`config.mk`:
```
export PLATFORM = sky130hd
export DESIGN_NAME = bridge_ctrl_regs
export DESIGN_NICKNAME = d
export VERILOG_FILES = /design/src/rtl/brc_pkg.sv /design/src/rtl/brc_decode.sv /design/src/rtl/brc_readmux.sv /design/src/rtl/bridge_ctrl_regs.sv
export SDC_FILE = /design/constraint.sdc
export NUM_CORES = 2
export LEC_CHECK = 0
export BUFFER_PORTS_ARGS = -buffer_cell sky130_fd_sc_hd__buf_2
export CAP_MARGIN = 0
export CORE_ASPECT_RATIO = 1.75
export CORE_MARGIN = 2
export CORE_UTILIZATION = 30
export CTS_CLUSTER_SIZE = 20
export DETAILED_ROUTE_END_ITERATION = 10
export SYNTH_ARGS = -nofsm -noshare
export SYNTH_HDL_FRONTEND = slang
export SYNTH_SLANG_ARGS = --single-unit
export TNS_END_PERCENT = 10
```
`constraint.sdc`:
```
create_clock -name clk -period 1.9 [get_ports clk]
set_input_delay 0.19 -clock clk [delete_from_list [all_inputs] [get_ports clk]]
set_output_delay 0.19 -clock clk [all_outputs]
set_load 0.01 [all_outputs]
```
`src/rtl/brc_pkg.sv`:
```
package brc_pkg;
    localparam int DATA_W       = 32;
    localparam int NUM_REGS     = 28;
    localparam int IDX_W        = 5;
    localparam int ADDR_W       = IDX_W + 2;
    localparam int IX_GENCFG    = 1;
    localparam int IX_EDGE      = 9;
    localparam int IX_POL       = 11;
    localparam int IX_ENSET     = 12;
    localparam int IX_ENCLR     = 13;
    localparam int IX_EN        = 14;
    localparam int IX_STAT      = 15;
    localparam int RST_TRIG_BIT = 2;

    typedef enum logic [2:0] {
        WK_NONE,
        WK_PLAIN,
        WK_GENCFG,
        WK_SET,
        WK_CLR
    } wkind_e;

    typedef logic [NUM_REGS-1:0][DATA_W-1:0] bank_t;

    typedef struct packed {
        bank_t             regs;
        logic [DATA_W-1:0] rdata;
        logic              rst_req;
    } state_t;

    function automatic logic [DATA_W-1:0] reset_word(input int idx);
        case (idx)
            0:       return 32'h0000_0C40;
            1:       return 32'h0000_1384;
            2:       return 32'h2BFF_8010;
            3:       return 32'h255E_0091;
            4:       return 32'h0000_6140;
            7:       return 32'h0000_01FF;
            8:       return 32'h0000_01FF;
            26:      return 32'h0000_0008;
            27:      return 32'h1000_0000;
            default: return '0;
        endcase
    endfunction

    function automatic bank_t reset_bank();
        bank_t b;
        for (int k = 0; k < NUM_REGS; k++) begin
            b[k] = reset_word(k);
        end
        return b;
    endfunction
endpackage

```
`src/rtl/brc_decode.sv`:
```
module brc_decode
    import brc_pkg::*;
(
    input  logic [IDX_W-1:0] idx,
    output wkind_e           kind
);
    always_comb begin
        if (idx == IDX_W'(IX_GENCFG)) begin
            kind = WK_GENCFG;
        end else if (idx == IDX_W'(IX_ENSET)) begin
            kind = WK_SET;
        end else if (idx == IDX_W'(IX_ENCLR)) begin
            kind = WK_CLR;
        end else if (idx == IDX_W'(IX_EN) || idx == IDX_W'(IX_STAT)) begin
            kind = WK_NONE;
        end else if (idx < IDX_W'(NUM_REGS)) begin
            kind = WK_PLAIN;
        end else begin
            kind = WK_NONE;
        end
    end
endmodule

```
`src/rtl/brc_readmux.sv`:
```
module brc_readmux
    import brc_pkg::*;
(
    input  bank_t             regs,
    input  logic [IDX_W-1:0]  idx,
    output logic [DATA_W-1:0] word
);
    logic [NUM_REGS-1:0][DATA_W-1:0] masked;

    for (genvar g = 0; g < NUM_REGS; g++) begin : g_sel
        assign masked[g] = (idx == IDX_W'(g)) ? regs[g] : '0;
    end

    always_comb begin
        word = '0;
        for (int k = 0; k < NUM_REGS; k++) begin
            word = word | masked[k];
        end
    end
endmodule

```
`src/rtl/bridge_ctrl_regs.sv`:
```
module bridge_ctrl_regs
    import brc_pkg::*;
(
    input  logic              clk,
    input  logic              rst_n,
    input  logic              wr_en,
    input  logic              rd_en,
    input  logic [ADDR_W-1:0] addr,
    input  logic [DATA_W-1:0] wdata,
    output logic [DATA_W-1:0] rdata,
    output logic              sys_reset_req,
    output logic [DATA_W-1:0] irq_enable,
    output logic [DATA_W-1:0] irq_edge,
    output logic [DATA_W-1:0] irq_polarity
);
    state_t            s_d, s_q;
    logic [IDX_W-1:0]  idx;
    wkind_e            kind;
    logic [DATA_W-1:0] rd_word;
    logic [1:0]        unused_lo;

    assign idx       = addr[ADDR_W-1:2];
    assign unused_lo = addr[1:0];

    brc_decode u_dec (
        .idx  (idx),
        .kind (kind)
    );

    brc_readmux u_rmux (
        .regs (s_q.regs),
        .idx  (idx),
        .word (rd_word)
    );

    always_comb begin
        s_d         = s_q;
        s_d.rst_req = 1'b0;
        if (rd_en) begin
            s_d.rdata = rd_word;
        end
        if (wr_en) begin
            case (kind)
                WK_PLAIN: begin
                    for (int k = 0; k < NUM_REGS; k++) begin
                        if (idx == IDX_W'(k)) begin
                            s_d.regs[k] = wdata;
                        end
                    end
                end
                WK_GENCFG: begin
                    s_d.rst_req = !s_q.regs[IX_GENCFG][RST_TRIG_BIT]
                                  && wdata[RST_TRIG_BIT];
                    s_d.regs[IX_GENCFG] = wdata;
                end
                WK_SET: begin
                    s_d.regs[IX_ENSET] = wdata;
                    s_d.regs[IX_EN]    = s_q.regs[IX_EN] | wdata;
                end
                WK_CLR: begin
                    s_d.regs[IX_ENCLR] = wdata;
                    s_d.regs[IX_EN]    = s_q.regs[IX_EN] & ~wdata;
                end
                default: ;
            endcase
        end
    end

    always_ff @(posedge clk) begin
        if (!rst_n) begin
            s_q.regs    <= reset_bank();
            s_q.rdata   <= '0;
            s_q.rst_req <= 1'b0;
        end else begin
            s_q <= s_d;
        end
    end

    assign rdata         = s_q.rdata;
    assign sys_reset_req = s_q.rst_req;
    assign irq_enable    = s_q.regs[IX_EN];
    assign irq_edge      = s_q.regs[IX_EDGE];
    assign irq_polarity  = s_q.regs[IX_POL];


    en_set_chk: assert property (@(posedge clk) disable iff (!rst_n)
        (wr_en && kind == WK_SET) |=> ((irq_enable & $past(wdata)) == $past(wdata)));


    en_clr_chk: assert property (@(posedge clk) disable iff (!rst_n)
        (wr_en && kind == WK_CLR) |=> ((irq_enable & $past(wdata)) == '0));


    en_hold_chk: assert property (@(posedge clk) disable iff (!rst_n)
        !(wr_en && (kind == WK_SET || kind == WK_CLR)) |=> $stable(irq_enable));


    rst_pulse_chk: assert property (@(posedge clk) disable iff (!rst_n)
        sys_reset_req |=> !sys_reset_req);


    rst_cause_chk: assert property (@(posedge clk) disable iff (!rst_n)
        (wr_en && kind == WK_GENCFG && wdata[RST_TRIG_BIT]
         && !s_q.regs[IX_GENCFG][RST_TRIG_BIT]) |=> sys_reset_req);


    oor_read_chk: assert property (@(posedge clk) disable iff (!rst_n)
        (rd_en && idx >= IDX_W'(NUM_REGS)) |=> (rdata == '0));
endmodule

```
==> metrics list <==
- The run finished, with violations left.
- Violated checks: negative setup slack
- The die covers 141000 µm².
* Num Clock Sinks: 929
- Number of buffers inserted during clock tree synthesis: 86
- The number of hold-slack violations in the final timing report was 0.
* Yosys warning total: 0
- Power comes to 42.3 mW.
* Starting DRC count in detailed routing: 5570
* Final-layout fill cell count: 14000
- For this run, the number of standard cells in the final layout without fillers is 7312.
- CTS H-tree lvls: 3
- The top cell types in the final layout, fill and taps aside, are nand2_1, dfxtp_1, buf_4.
- Overall via count from detail_route: 42500
* Antenna violations before repair: 17
- Each instance of the synthesized netlist takes up on average 8.08 µm².
- For this run, the share of the core covered by cells in the final layout is 37.9%.
- CP Data Required Time: 2.51 ns
* Buffers inserted during post-CTS setup optimization: 0
- Setup violators final: 3
* Clock Power Share: 44.6%
- The first global-routing pass estimated 323 mm of wire.
* Die height: 496 µm
* Placed Cells incl. Taps: 7122
* CP endpoint kind: register
- In this run, synthesis produced a sequential element count of 929.
* Sw power: 10.9 mW
- Type of origin of the critical path: input port
- Half-perimeter wire length of the detailed placement result: 169 mm
- Dividing the detail-routed wire length by the instance count gives 32.7 µm.
- After detailed routing, the number of vias per cell comes to 5.82.
- For the worst setup path, the data arrival time is 2.56 ns.
* Crit path max fanout: 9
- Number of remaining DRC errors: 0
- Per report_power, the combinational group accounts for 8.6% of the total.
- The worst hold path was traced through 4 stages.
- Synthesis instantiated 76 different standard cells from the library.
- In this run the deepest clock path goes through 3 buffers.
- Once the floorplan was initialized, standard cells occupied 30.2% of the core.
- Entering global routing, the biggest net connects 97 pins.
* Area of the mapped netlist: 41500 µm²
- Proportion of power drawn by flip-flops and latches: 46.8%
- Achievable frequency: 511 MHz
* Synthesized Nets: 5178
* I/O pins: 172
- By area the synthesized netlist is led by dfxtp_1, nand2_1, a21boi_1.
* Overall routed net length: 239 mm
- Residual antenna-violating net count after detailed routing: 0
* Pre-antenna DRT Iters: 6
- Setup TNS after final layout: -0.0727 ns
- Synthesis produced a netlist whose cell count is 5135.
* Pleak: 19.3 nW
- Setup slack on the critical path of the routed design comes to -0.0563 ns.
- Number of global-route vias before repair: 40300
* Power density normalized to cell area: 813 nW/µm²
* Slew headroom: 20.2%
- Buffers on Ports: 169
- FF-to-FF path depth: 6
* Setup repair after global routing missed its margin: yes
* Slew @ Worst Pin: 1.19 ns
- Time the final worst path needs with I/O delays and setup: 1.96 ns
* Final RePlAce weighted congestion: 1.02
- Clock-pin slew was measured on the worst setup and hold paths at 0.07 ns.
* Clock tree from TritonCTS: built
- The final layout contains 5460 nets.
- Internal power component: 31.4 mW
* Post-route clock period utilization: 103%
* Remaining Overflow, GRT: 0
* Number of violations of the max-capacitance limit: 0
- IR analysis of the VDD net gives a maximum drop of 0.000707 V.
- Sequential cells were found to cover 44.8% of the synthesized design area.
* Share of Yosys cell area claimed by the top area cell type: 44.8%
- Area added between synthesis and finish: 25.4%
* Worst Setup Path Type: in2reg
* Min-Delay Path Class: in2reg
* Slew Limit Fails: 0
* Worst Skew: 0.0265 ns
- The later pin in the worst-skew pair is clocked with a latency of 0.74 ns.
- Core area: 137000 µm²
* Dominant cell type by area after synthesis: dfxtp_1
- Most frequently used flop master after synthesis: dfxtp_1
- Clock Root Buffer: clkbuf_16
- Core Rows: 180
- Fraction of power spent switching nets: 25.7%
- Counting flops with a built-in enable in the synthesized netlist gives 0.
- Most common cell after layout, fill and taps aside: nand2_1
* Share of cells above drive strength 1: 19.2%
- In this run the horizontal extent of the chip is 285 µm.
* Post-synthesis async set-or-reset flop share: 0%
* Total Routing Usage GR: 32.8%
-- synth_stat cells, types with 9 or more instances --
library cell and count:
buf_4 137, a21boi_0 360, a22oi_1 214, mux2_2 13
buf_1 44, nor3_1 10, and3_1 143, a32oi_1 9
a21oi_1 54, and2_1 43, buf_2 165, o31a_1 19
o21a_1 21, o21ai_0 18, nand3_1 129, nor2_1 52
nand4_1 50, a222oi_1 11, a22o_1 32, and4_1 15
dfxtp_1 929, a2111oi_0 43, mux2i_1 33, nor3_2 19
o31ai_1 12, a21boi_1 415, a31oi_1 15, clkbuf_1 282
nand2_1 1737
-- final timing paths --
| kind | from | endpoint | slack, ns |
|---|---|---|---|
| worst max register to register | irq_polarity[31] | rdata[31] | -0.02 |
| worst min register to register | s_q[379] | s_q[379] | 0.45 |
| worst min-delay path | wdata[29] | s_q[862] | 0.02 |
| worst max-delay path | addr[5] | rdata[17] | -0.06 |
-- area by class of cell --
class / instances / area (µm²) / area share [%]
antenna: 11 / 27.5 / 0.0529
tap: 1820 / 2280 / 4.38
clock inverter: 26 / 390 / 0.751
clock buffer: 126 / 2540 / 4.89
multi-input combinational: 3571 / 20100 / 38.6
timing repair buffer: 825 / 8050 / 15.5
inverter: 4 / 15.0 / 0.0289
sequential: 929 / 18600 / 35.8
-- power by group through the flow --
stage | combinational [mW] | sequential [mW] | clock, mW
2_1_floorplan | 1.50 | 20.1 | 0
3_3_place_gp | 3.43 | 20.2 | 0
3_5_place_dp | 3.44 | 20.2 | 0
4_1_cts | 3.50 | 19.8 | 18.9
5_1_grt | 3.66 | 19.8 | 19.5
6_report | 3.64 | 19.8 | 18.9
-- layer usage --
layer  GRT usage [%]  routed length, µm
met5               0                109
met1            35.7              80800
met4            32.9              29500
met3            7.04              22300
met2            52.2             106000
-- state kept, by name, indices dropped and copies added, names as in the netlist --
register       count
rdata             32
sys_reset_req      1
irq_enable        32
irq_edge          32
irq_polarity      32
s_q              800
-- kinds of logic (layout without fill, tap and decap cells) --
kind of cell    after synthesis  in the layout  share of synthesized area [%]
other cells                   0             11                              0
flops                       929            929                           44.8
buf+inv                     635            981                           7.54
simple gates               2258           2258                           23.4
mux                          47             47                           1.20
compound gates             1266           1266                           23.0
-- critical path: stages --
cell,delay [ns]
buf_2,0.24
and3b_1,0.30
and2_2,0.42
buf_4,0.28
a22oi_1,0.36
nand3_1,0.27
buf_12,0.22
o31a_1,0.26
-- what timing repair did --
action | 4_1_cts | 5_1_grt
gates resized for setup | 6 | 15
hold buffers | 27 | 0
setup endpoints to repair | 5 | 47
hold endpoints to repair | 270 | 0
pin swaps | 0 | 2
-- per-stage QoR --
stage | hold slack, ns | cell area, µm² | setup slack, ns
global route | 0.0309 | 52000 | -0.00566
CTS | 0.00438 | 51900 | 0.00283
finish | 0.0222 | 52000 | -0.0563
floorplan | 0.416 | 41500 | 0.0329
detailed placement | 0.435 | 48700 | -0.864
global placement | 0.433 | 48700 | -1.59
Note: power is estimated with default switching activity, not from simulation.
